===== config.mk =====
export PLATFORM = sky130hd
export DESIGN_NAME = gf2_mv_stream
export DESIGN_NICKNAME = d
export VERILOG_FILES = /design/src/rtl/mvs_pkg.sv /design/src/rtl/mvs_ctrl.sv /design/src/rtl/mvs_rowbuf.sv /design/src/rtl/mvs_delay.sv /design/src/rtl/gf2_mv_stream.sv
export SDC_FILE = /design/constraint.sdc
export NUM_CORES = 1
export LEC_CHECK = 0
export ABC_CLOCK_PERIOD_IN_PS = 2600
export CORE_MARGIN = 3
export CORE_UTILIZATION = 45
export CTS_CLUSTER_DIAMETER = 80
export CTS_CLUSTER_SIZE = 20
export DETAILED_ROUTE_END_ITERATION = 12
export GPL_TIMING_DRIVEN = 1
export HOLD_SLACK_MARGIN = 0.12
export PLACE_DENSITY = 0.64
export SYNTH_ARGS = -nofsm -noshare
export SYNTH_HDL_FRONTEND = slang
export SYNTH_SLANG_ARGS = --single-unit
export TNS_END_PERCENT = 1

===== constraint.sdc =====
create_clock -name clk -period 2.6 [get_ports clk]
set_input_delay 0.39 -clock clk [delete_from_list [all_inputs] [get_ports clk]]
set_output_delay 0.39 -clock clk [all_outputs]
set_load 0.02 [all_outputs]

===== src/rtl/mvs_pkg.sv =====
package mvs_pkg;

    typedef enum logic {
        CMD_LOAD   = 1'b0,
        CMD_STREAM = 1'b1
    } cmd_e;

    typedef struct packed {
        logic load;
        logic stream;
        logic first;
        logic last;
    } step_t;

    function automatic int idx_width(input int count);
        return (count > 1) ? $clog2(count) : 1;
    endfunction

endpackage


===== src/rtl/mvs_ctrl.sv =====
module mvs_ctrl
    import mvs_pkg::*;
#(
    parameter int N = 4,
    parameter int M = 3,
    localparam int EW = idx_width(N),
    localparam int VW = idx_width(M)
) (
    input  logic          clk,
    input  logic          rst,
    input  logic          in_valid,
    input  cmd_e          cmd,
    output step_t         ctl,
    output logic [EW-1:0] ld_idx,
    output logic [EW-1:0] el_idx,
    output logic [VW-1:0] vec_idx
);

    localparam logic [EW-1:0] EL_LAST  = EW'(N - 1);
    localparam logic [VW-1:0] VEC_LAST = VW'(M - 1);

    always_comb begin
        ctl.load   = in_valid && (cmd == CMD_LOAD);
        ctl.stream = in_valid && (cmd == CMD_STREAM);
        ctl.first  = (el_idx == '0);
        ctl.last   = (el_idx == EL_LAST);
    end

    always_ff @(posedge clk) begin
        if (rst) begin
            ld_idx  <= '0;
            el_idx  <= '0;
            vec_idx <= '0;
        end else begin
            if (ctl.load) begin
                ld_idx <= (ld_idx == EL_LAST) ? '0 : ld_idx + 1'b1;
            end
            if (ctl.stream) begin
                if (vec_idx == VEC_LAST) begin
                    vec_idx <= '0;
                    el_idx  <= (el_idx == EL_LAST) ? '0 : el_idx + 1'b1;
                end else begin
                    vec_idx <= vec_idx + 1'b1;
                end
            end
        end
    end

    AST_ELEM_ADVANCE: assert property (@(posedge clk) disable iff (rst)
        (ctl.stream && vec_idx == VEC_LAST && el_idx != EL_LAST)
        |=> (el_idx == $past(el_idx) + 1'b1 && vec_idx == '0));

    AST_PASS_WRAP: assert property (@(posedge clk) disable iff (rst)
        (ctl.stream && vec_idx == VEC_LAST && el_idx == EL_LAST)
        |=> (el_idx == '0 && vec_idx == '0));

    AST_LOAD_KEEPS_POS: assert property (@(posedge clk) disable iff (rst)
        ctl.load |=> ($stable(el_idx) && $stable(vec_idx)));

    AST_IDLE_HOLD: assert property (@(posedge clk) disable iff (rst)
        !in_valid |=> ($stable(el_idx) && $stable(vec_idx) && $stable(ld_idx)));

    AST_LOAD_WRAP: assert property (@(posedge clk) disable iff (rst)
        (ctl.load && ld_idx == EL_LAST) |=> (ld_idx == '0));

endmodule


===== src/rtl/mvs_rowbuf.sv =====
module mvs_rowbuf
    import mvs_pkg::*;
#(
    parameter int W = 8,
    parameter int N = 4,
    localparam int EW = idx_width(N)
) (
    input  logic          clk,
    input  logic          rst,
    input  logic          wr_en,
    input  logic [EW-1:0] wr_idx,
    input  logic [W-1:0]  wr_data,
    input  logic [EW-1:0] rd_idx,
    output logic [W-1:0]  rd_data
);

    logic [W-1:0] ent [N];

    for (genvar g = 0; g < N; g++) begin : g_ent
        always_ff @(posedge clk) begin
            if (rst) begin
                ent[g] <= '0;
            end else if (wr_en && wr_idx == EW'(g)) begin
                ent[g] <= wr_data;
            end
        end
    end

    assign rd_data = ent[rd_idx];

    AST_ROW_WRITE: assert property (@(posedge clk) disable iff (rst)
        wr_en |=> (ent[$past(wr_idx)] == $past(wr_data)));

endmodule


===== src/rtl/mvs_delay.sv =====
module mvs_delay #(
    parameter int W = 8,
    parameter int M = 3
) (
    input  logic         clk,
    input  logic         rst,
    input  logic         shift_en,
    input  logic [W-1:0] din,
    output logic [W-1:0] dout
);

    logic [W-1:0] stage [M];

    for (genvar g = 0; g < M; g++) begin : g_stage
        if (g == 0) begin : g_head
            always_ff @(posedge clk) begin
                if (rst)           stage[g] <= '0;
                else if (shift_en) stage[g] <= din;
            end
        end else begin : g_tail
            always_ff @(posedge clk) begin
                if (rst)           stage[g] <= '0;
                else if (shift_en) stage[g] <= stage[g-1];
            end
        end
    end

    assign dout = stage[M-1];

    AST_DELAY_HOLD: assert property (@(posedge clk) disable iff (rst)
        !shift_en |=> $stable(dout));

endmodule


===== src/rtl/gf2_mv_stream.sv =====
module gf2_mv_stream
    import mvs_pkg::*;
#(
    parameter int W = 8,
    parameter int N = 4,
    parameter int M = 3,
    localparam int EW = idx_width(N),
    localparam int VW = idx_width(M)
) (
    input  logic          clk,
    input  logic          rst,
    input  logic          in_valid,
    input  logic          in_cmd,
    input  logic [W-1:0]  in_data,
    input  logic          casc_sel,
    input  logic [W-1:0]  casc_data,
    output logic          out_valid,
    output logic [W-1:0]  out_data,
    output logic [VW-1:0] out_vec
);

    cmd_e          cmd;
    step_t         ctl;
    logic [EW-1:0] ld_idx;
    logic [EW-1:0] el_idx;
    logic [VW-1:0] vec_idx;
    logic [W-1:0]  row_elem;
    logic [W-1:0]  dl_out;
    logic [W-1:0]  addend;
    logic [W-1:0]  sum;

    assign cmd = cmd_e'(in_cmd);

    mvs_ctrl #(.N(N), .M(M)) u_ctrl (
        .clk     (clk),
        .rst     (rst),
        .in_valid(in_valid),
        .cmd     (cmd),
        .ctl     (ctl),
        .ld_idx  (ld_idx),
        .el_idx  (el_idx),
        .vec_idx (vec_idx)
    );

    // Load path of the input mux: row elements go to the buffer.
    mvs_rowbuf #(.W(W), .N(N)) u_row (
        .clk    (clk),
        .rst    (rst),
        .wr_en  (ctl.load),
        .wr_idx (ld_idx),
        .wr_data(in_data),
        .rd_idx (el_idx),
        .rd_data(row_elem)
    );

    // Accumulator source: the delay line, or a cleared/cascaded start at element 0.
    always_comb begin
        if (!ctl.first)    addend = dl_out;
        else if (casc_sel) addend = casc_data;
        else               addend = '0;
        sum = (row_elem & in_data) ^ addend;
    end

    mvs_delay #(.W(W), .M(M)) u_dl (
        .clk     (clk),
        .rst     (rst),
        .shift_en(ctl.stream),
        .din     (sum),
        .dout    (dl_out)
    );

    always_ff @(posedge clk) begin
        if (rst) begin
            out_valid <= 1'b0;
            out_data  <= '0;
            out_vec   <= '0;
        end else begin
            out_valid <= ctl.stream && ctl.last;
            if (ctl.stream && ctl.last) begin
                out_data <= sum;
                out_vec  <= vec_idx;
            end
        end
    end

    AST_STROBE_CAUSE: assert property (@(posedge clk) disable iff (rst)
        out_valid |-> $past(in_valid && in_cmd && el_idx == EW'(N - 1)));

    AST_STROBE_ON_LAST: assert property (@(posedge clk) disable iff (rst)
        (in_valid && in_cmd && el_idx == EW'(N - 1)) |=> out_valid);

endmodule


* After elaboration in Yosys (flattened, before gate mapping) *
Memory sizes are Yosys's and may differ from the RTL's. A register that Yosys moved wholly into a read port is not among the register bits.
Index checks and enable logic that the tools add are counted.
W data, S select, Z words.

storage, ports and cells
  register bits after elaboration = 17
  output and inout bits = 11
  memories = 2
  memory bits (writable) = 56

memory list
  memory      words  width  read ports  clocked after Yosys merged registers in  wr ports  line              RTL
  u_row.ent   4      8      1           1                                        4         mvs_rowbuf.sv:17  logic [W-1:0] ent [N];
  u_dl.stage  3      8      3           0                                        3         mvs_delay.sv:12   logic [W-1:0] stage [M];

operators by class
  equal/unequal tests = 5
  reductions and logical operators = 10
  mux-type cells = 31
  bitwise operators = 10
  add/subtract/negate cells = 3

operators by type and width
  cell                   count
  $mux W8                9
  $mux W1                17
  $mux W2                5
  $and A8 B8 Y8          1
  $eq A2 B2 Y1 const B   4
  $xor A8 B8 Y8          1
  $logic_and A1 B1 Y1    7
  $or A1 B1 Y1           7
  $add A2 B1 Y2 const B  3
  $logic_not A2 Y1       2
  $eq A2 B1 Y1 const B   1
  $reduce_and A2 Y1      1
  $not A1 Y1             1

* Depth between registers and ports, before layout *
  word-level depth = 7
  depth in mapped cells = 7

* Cells and area by module *
A second synthesis with hierarchy kept.

unflattened totals
  cell total of the unflattened synthesis = 268
  area total of the unflattened synthesis = 3409.5 µm²

by module, submodules not included
  module         area each (µm²)  instances  cells an instance
  mvs_rowbuf     1417.6           1          96
  mvs_delay      987.2            1          53
  gf2_mv_stream  721.9            1          88
  mvs_ctrl       282.8            1          31

* Worst setup path before layout *
No wires, ideal clock.

  path type = in2reg
  start point = input port rst
  end point = memory u_dl.stage[0][0], enable pin
  arrival = 1.553 ns
  path buffers = 2
  library setup time = 0.384 ns
  data required time = 2.216 ns
  slack = 0.662 ns
  stages = 3
  path through = clkbuf_1 > buf_2 > nand2b_1

RTL lines
  item                line                 RTL
  start: declaration  gf2_mv_stream.sv:11  input logic rst,
  end: declaration    mvs_delay.sv:12

==> impl_results.md <==
* Status: complete, no violations
* Most frequent cell after synthesis: edfxtp_1
* Clock tree buffer depth at 2
* Switching share of power at 20.8%
* I/O pins at 32
* Overflow after GRT at 0
* Worst vdd ir at 0.322 mV
* WP data required at 2.69 ns
* First-pass GRT wire length at 10200 um
* Clk slew on worst S/H paths at 0.07 ns
* Largest net degree at the start of global routing at 25
* LEAKAGE at 1.42 nW
* Total number of vias at 2009
* Initial DRC count at 73
* Endpoints failing setup at 0
* Post-route setup TNS at 0 ns
* Final HPWL DP at 4230 um
* Port bufs at 31
* Post-synth top area share at between 40 and 50%
* Crit start category: flip-flop
* Ys async rst share at 0%
* Post-route ant nets at 0
* Core Rows at 30
* CP endpoint: u_dl.stage[0][6]
* CTS tree: done
* Placer Congestion at roughly 0.74
* RR Endpoint: u_dl.stage[0][6]
* CP startpoint: u_ctrl.el_idx[0]
* Syn_nets at between 300 and 400
* Reg-to-reg setup timing slack at 0.67 ns
* Num CTS Buffers at 9
* # hold bufs at CTS at 0
* Ant. Diodes at 0
* Vias per Instance at 4.88
* Die width at 92.6 um
* Synth area leaders: edfxtp_1 (50%), dfxtp_1 (11%), and2_1 (9.1%)
* P per Cell Area at 622 nW/um^2
* DRT Pass-1 Iters at 4
* CP Cell Sequence: inv_1, ha_1, and2_1, a21oi_1, xor2_1, nor2_1
* Full die area at roughly 8600 sq um
* Height of the die at 92.6 um
* Synth area leader: edfxtp_1
* Cells on worst reg2reg path at 6
* Slew Limit Headroom at 37.6%
* Initial Utilization at 48.1%
* Avg WL per Cell at 15.0 um
* Crit end category: flip-flop
* Post-CTS setup buffer count at 0
* Yosys cell types at 28
* CP Max Fanout at 10
* RSZ-0062 raised after global routing: false
* Pint at 1.96 mW
* Hold Violations, Final at 0
* Synth cell count leaders: edfxtp_1 (56), and2_1 (49), nor2_1 (29)
* Cell Area, Synth at 3370 sq um
* FMAX at approximately 0.52 GHz
* Post-Place Worst Slack at 0.328 ns
* Syn Area/Cell at 12.2 sq um
* Kind of critical path: reg -> reg
* Resized cells post-CTS at 0
* Ys Warns at 0
* EDFF count, synth at 56
* Combinational share of power at between 6 and 7%
* Clock share of power at 39.4%
* CP arrival at 2.02 ns
* Area growth syn-to-layout at 18.0%
* #FFs+latches synth at 75
* Nets at ~340
* Count of final max-slew check failures at 0
* Worst hold path type: reg -> reg
* Critical-path top delay cell: and2_1
* Vias in the first global route at 1978
* Post-synthesis sequential area ratio at between 60 and 70%
* Fillcell total at 605
* Seq pwr share at 54.5%
* Ratio of cells with drive above 1 in the final layout at 9.18%
* FF-to-FF Start: u_ctrl.el_idx[0]
* Net Sw Power at 514 uW
* Post-synthesis cell count at 276
* Maxcap violations at 0
* Minimum clock period at 1.93 ns
* # clock sinks at 75
* Final setup margin at 0.675 ns
* GRT Total Usage at 15.7%
* Initial antenna violation count at 0
* Worst-margin pin slew at 0.929 ns
* Predominant post-synthesis flop cell: edfxtp_1
* Fin Clk Skew at 0.0110 ns
* Clock root buffer: clkbuf_8
* Fin crit share at 74.0%
* Remaining routing DRC violations at 0
* Core Region at 7020 sq um
* H-tree levels at 3
* Total wire length at approximately 6000 um
* Worst skew pair latency at 0.34 ns
* Worst path max stage delay at 0.39 ns
## final cells by class
class                      instances  area, sq um  share of cell area (%)
timing repair buffer              36          348                    8.74
clock inverter                     5         76.3                    1.92
clock buffer                      11          141                    3.55
sequential                        75         2060                    51.8
tap                               96          120                    3.02
multi-input combinational        185         1220                    30.6
inverter                           4         15.0                   0.377
## worst max-delay path, delay by kind of cell, from the launching register on
kind	cells	cell delay, ns
buf+inv	1	0.07
simple gates	2	0.46
compound gates	1	0.13
fa+ha+maj	1	0.38
xor+xnor	1	0.30
flops	1	0.34
## how the worst min path moves through the flow
stage,start,endpoint,cells past startpoint
after floorplan,u_ctrl.el_idx[0],flip-flop,2
after global placement,out_vec[0],out_vec[0],2
after detailed placement,out_vec[0],out_vec[0],2
after CTS,out_vec[0],out_vec[0],2
after global routing,u_dl.stage[1][5],u_dl.stage[2][5],1
final,out_vec[0],out_vec[0],2
## cells by family (layout without fill, tap and decap cells)
family	count (synthesis)	in the layout	synth area share, %
AND/OR/NAND/NOR	121	121	19.3
flip-flops	75	75	61.1
AO/OA/AOI/OAI	31	31	6.86
multiplexers	19	19	5.64
buffers and inverters	16	56	2.78
XOR/XNOR	8	8	2.08
adder cells (fa/ha/maj)	6	6	2.22
## sequential cells by signal (all words and copies together), names as in the netlist, named ones only
signal and flops:
u_row.ent 32, u_dl.stage 24, out_data 8, out_vec 2, u_ctrl.el_idx 2, u_ctrl.ld_idx 2
u_ctrl.vec_idx 2, out_valid 1
## power groups by stage
stage               combinational [mW]  clock (mW)  sequential [mW]
finish                           0.152       0.977             1.35
global route                     0.170        1.05             1.35
CTS                              0.156       0.998             1.35
detailed placement               0.155           0             1.38
global placement                 0.153           0             1.38
floorplan                       0.0872           0             1.37
## metrics by stage
stage	instances	hold slack, ns	utilization, %	power [mW]	cell area, sq um
after detailed placement	396	0.486	53.6	1.53	3760
final	412	0.512	56.7	2.48	3980
after floorplan	276	0.476	-	1.46	3370
after global placement	396	0.478	53.6	1.53	3760
after global routing	412	0.529	56.7	2.57	3980
after CTS	412	0.509	56.7	2.50	3980
## placed cells by master, fill, tap and decap left out, drive strengths merged, types with 3 or more instances in the layout
| master | count |
|---|---|
| a211oi | 8 |
| a21oi | 12 |
| and2 | 49 |
| buf | 5 |
| clkbuf | 11 |
| clkdlybuf4s50 | 31 |
| dfxtp | 19 |
| edfxtp | 56 |
| ha | 6 |
| inv | 5 |
| mux2i | 19 |
| nand2 | 14 |
| nand2b | 11 |
| nor2 | 29 |
| nor2b | 8 |
| nor3 | 3 |
| o22ai | 8 |
| xor2 | 8 |
## routing by layer
| layer | routed length (um) | global-route usage, % | vias up |
|---|---|---|---|
| li1 | - | - | 1029 |
| met1 | 2960 | 21.2 | 951 |
| met2 | 2980 | 24.2 | 21 |
| met3 | 149 | 4.06 | 8 |
| met4 | 85 | 6.31 | 0 |
| met5 | 0 | 0 | - |
Note: power is estimated with default switching activity, not from simulation.
